[config.mk]
export PLATFORM = sky130hd
export DESIGN_NAME = serdac_loader
export DESIGN_NICKNAME = d
export VERILOG_FILES = /design/src/rtl/serdac_loader.sv
export SDC_FILE = /design/constraint.sdc
export NUM_CORES = 1
export LEC_CHECK = 0
export ABC_AREA = 0
export BUFFER_PORTS_ARGS = -buffer_cell sky130_fd_sc_hd__buf_2
export CORE_UTILIZATION = 40
export DETAILED_ROUTE_END_ITERATION = 8
export RECOVER_POWER = 100
export SLEW_MARGIN = 20
export SYNTH_ARGS = -nofsm -noshare
export SYNTH_HDL_FRONTEND = slang
export SYNTH_SLANG_ARGS = --single-unit
[constraint.sdc]
create_clock -name clk -period 1.3 [get_ports clk]
set_clock_uncertainty 0.05 [all_clocks]
set_input_delay 0.26 -clock clk [delete_from_list [all_inputs] [get_ports clk]]
set_output_delay 0.26 -clock clk [all_outputs]
set_load 0.01 [all_outputs]
[src/rtl/serdac_loader.sv]
module serdac_loader #(
  parameter int CHANNELS    = 4,
  parameter int CODE_W      = 6,
  parameter int SYNC_STAGES = 2
) (
  input  logic                         clk,
  input  logic                         rst,
  input  logic                         ser_clk,
  input  logic                         ser_din,
  input  logic                         load_n,
  output logic                         ser_dout,
  output logic [CHANNELS*CODE_W-1:0]   codes
);

  localparam int CHAIN_W = CHANNELS * CODE_W;

  logic [SYNC_STAGES-1:0] sck_sy, din_sy, ld_sy;
  logic                   sck_prev, ld_prev;
  logic [CHAIN_W-1:0]     chain;

  logic sck_s, din_s, ld_s;
  logic sck_fall, ld_rise, shift_en;

  assign sck_s = sck_sy[SYNC_STAGES-1];
  assign din_s = din_sy[SYNC_STAGES-1];
  assign ld_s  = ld_sy[SYNC_STAGES-1];

  assign sck_fall = sck_prev & ~sck_s;
  assign ld_rise  = ~ld_prev & ld_s;
  assign shift_en = sck_fall & ~ld_s;

  always_ff @(posedge clk) begin
    if (rst) begin
      sck_sy   <= '0;
      din_sy   <= '0;
      ld_sy    <= '1;
      sck_prev <= 1'b0;
      ld_prev  <= 1'b1;
    end else begin
      sck_sy   <= {sck_sy[SYNC_STAGES-2:0], ser_clk};
      din_sy   <= {din_sy[SYNC_STAGES-2:0], ser_din};
      ld_sy    <= {ld_sy[SYNC_STAGES-2:0], load_n};
      sck_prev <= sck_s;
      ld_prev  <= ld_s;
    end
  end

  always_ff @(posedge clk) begin
    if (rst)
      chain <= '0;
    else if (shift_en)
      chain <= {chain[CHAIN_W-2:0], din_s};
  end

  always_ff @(posedge clk) begin
    if (rst)
      codes <= '0;
    else if (ld_rise)
      codes <= chain;
  end

  assign ser_dout = chain[CHAIN_W-1];

endmodule


==> summary.md <==
| Metric | Value |
|---|---|
| First-pass GRT wire length | `5.79 mm` |
| Final setup fails | `0` |
| H-tree depth | `2` |
| GPL Wtd Cong | `0.722` |
| Die Y | `70.8 µm` |
| CTS tree | `yes` |
| Final Hold Fails | `0` |
| DP HPWL | `2.22 mm` |
| Row count | `24` |
| Hold/Removal Path Class | `in2reg` |
| Yosys reg bits | `56` |
| Sw Ratio | `19.9%` |
| Warnings, synthesis | `0` |
| FF-to-FF End | `chain[21]` |
| Logic pwr share | `2.2%` |
| Synth area leaders | `dfxtp_1, nand2_1, a21oi_1` |
| Via Count | `1,470` |
| Layout area overhead | `14.3%` |
| Root Buffer | `clkbuf_8` |
| Dominant cell type by area after synthesis | `dfxtp_1` |
| CP Data Arrival Time | `1.34 ns` |
| Die W | `70.8 µm` |
| CP max FO | `11` |
| Top cell type's share of synthesized area | `59.2%` |
| GR Util All Layers | `14.6%` |
| Vias in the first global route | `1,327` |
| Dpl cells | `304` |
| ANT nets after route | `0` |
| Register area share after synthesis | `59.2%` |
| Gr ovfl total | `0` |
| Mean post-synth cell area | `8.27 µm²` |
| Starting Density | `42.6%` |
| Post-CTS Setup Bufs | `0` |
| Pwr Density | `1330 nW/µm²` |
| Clock Tree Buf Depth | `2` |
| WHS Path Cells | `2` |
| Clock share of power | `38.1%` |
| Fin util | `48.7%` |
| P_leak | `0.709 nW` |
| I/O pins | `30` |
| Final Cycle Share | `93.1%` |
| Worst hold endpoint | `ld_sy[0]` |
| First DRT Iteration DRCs | `82` |
| CTS buffer count | `5` |
| Drt first pass iters | `6` |
| Outcome | `completed` |
| VDD IR max | `0.670 mV` |
| Crit path launch type | `register` |
| Worst R2R Start | `sck_sy[1]` |
| Mapped Cells | `229` |
| Filler instances | `468` |
| Setup TNS | `0 ns` |
| DRC | `0` |
| Post-CTS Resized | `0` |
| Initial antenna violation count | `0` |
| Die ar. | `5010 µm²` |
| Drt wl/cell | `11.0 µm` |
| WP data required | `1.43 ns` |
| Reg2Reg Depth | `4` |
| Worst-path clk slew | `0.09 ns` |
| Synthesized area | `1890 µm²` |
| Max Cap Viol | `0` |
| Distinct cells, synth | `11` |
| Clock Sinks | `56` |
| # diodes | `0` |
| Largest net degree at the start of global routing | `35` |
| Post-Layout Cell Count | `312` |
| Slew Viols, Final | `0` |
| Measured slew at the worst slew-check pin | `0.362 ns` |
| Psw | `575 µW` |
| Slew margin rel. | `75.8%` |
| DR vias/cell | `4.71` |
| Final #Nets | `264` |
| Critical path class | `reg2reg` |
| Skew-Pair Late Insertion Delay | `0.30 ns` |
| DRT Wirelength | `3.44 mm` |
| FF-to-FF setup slack | `0.09 ns` |
| Fmax achieved | `0.826 GHz` |
| Int Power | `2.32 mW` |
| RSZ-0062 raised after global routing | `false` |
| Port bufs | `29` |
| Post-route minimum period | `1.21 ns` |
| Layout cell share with drive strength beyond 1 | `9.62%` |
| # hold bufs at CTS | `0` |
| Net Count, Synth | `234` |
| Min-delay src | `load_n` |
| CP endpoint kind | `register` |
| Core box area | `4440 µm²` |
| Reg power frac | `59.7%` |
==> Yosys cell counts <==
| library cell | n |
|---|---|
| nor3b_2 | 1 |
| nand2b_1 | 1 |
| clkbuf_1 | 7 |
| nor2b_1 | 6 |
| dfxtp_1 | 56 |
| or3b_1 | 1 |
| buf_6 | 2 |
| buf_2 | 8 |
| a21oi_1 | 48 |
| nand2_1 | 96 |
| or2_2 | 3 |
==> worst max-delay path by stage <==
stage,start,endpoint,slack [ns],cells after the start
after floorplan,ld_sy[1],chain[0],0.06,5
after global placement,ld_sy[1],chain[3],0.12,4
after detailed placement,sck_sy[1],chain[1],0.11,4
after CTS,sck_sy[1],chain[3],0.11,4
after global routing,sck_sy[1],chain[7],0.002,4
final,sck_sy[1],chain[21],0.09,4
==> final cells by class <==
cell class / instances / area, µm² / share of cell area [%]
multi-input cells: 156 / 684 / 31.6
repair buffers: 40 / 188 / 8.67
clock buffers: 6 / 72.6 / 3.35
clock inverters: 2 / 35.0 / 1.62
flip-flops and latches: 56 / 1120 / 51.8
well taps: 52 / 65.1 / 3.00
==> routing by layer <==
metal / track usage, % / wire, µm
met1: 18.9 / 1690
met2: 22.9 / 1610
met3: 4.27 / 109
met4: 6.00 / 29
met5: 0 / 0
==> placed cells by master, fill, tap and decap left out, drive strengths merged <==
cell     n
nand2   96
dfxtp   56
a21oi   48
clkbuf  35
buf     11
nor2b    6
or2      3
nor3b    1
or3b     1
nand2b   1
clkinv   1
bufinv   1
==> flip-flops by register name, summed over array words and instances, names as in the netlist <==
signal    cells
din_sy        2
sck_prev      1
ld_prev       1
ld_sy         2
codes        24
sck_sy        2
chain        24
==> worst max-delay path, cell delays in order (launching register included) <==
cell and delay, ns:
dfxtp_1 0.33, or3b_1 0.36, buf_2 0.20, nand2_1 0.08, a21oi_1 0.06
==> logic make-up (layout without fill, tap and decap cells) <==
logic type,count (synthesis),count (layout),synth area share (%)
AOI/OAI and AO/OA,48,48,12.7
and+or+nand+nor,108,108,23.4
DFF,56,56,59.2
buffers and inverters,17,48,4.69
==> through the flow <==
stage,instance area (µm²),worst slack (ns),hold WS [ns],total power [mW]
6_report,2170,0.0895,0.0877,2.89
5_1_grt,2170,0.00219,0.0738,2.99
4_1_cts,2210,0.112,0.0810,2.93
3_5_place_dp,2100,0.112,0.354,1.83
3_3_place_gp,2100,0.124,0.353,1.83
2_1_floorplan,1890,0.0596,0.314,1.81
==> power groups by stage <==
stage	logic (mW)	clock network, mW	registers, mW
after floorplan	0.0437	0	1.77
after global placement	0.0666	0	1.77
after detailed placement	0.0668	0	1.77
after CTS	0.0669	1.13	1.73
after global routing	0.0703	1.20	1.73
final	0.0638	1.10	1.73
(Power assumes the default switching activity.)
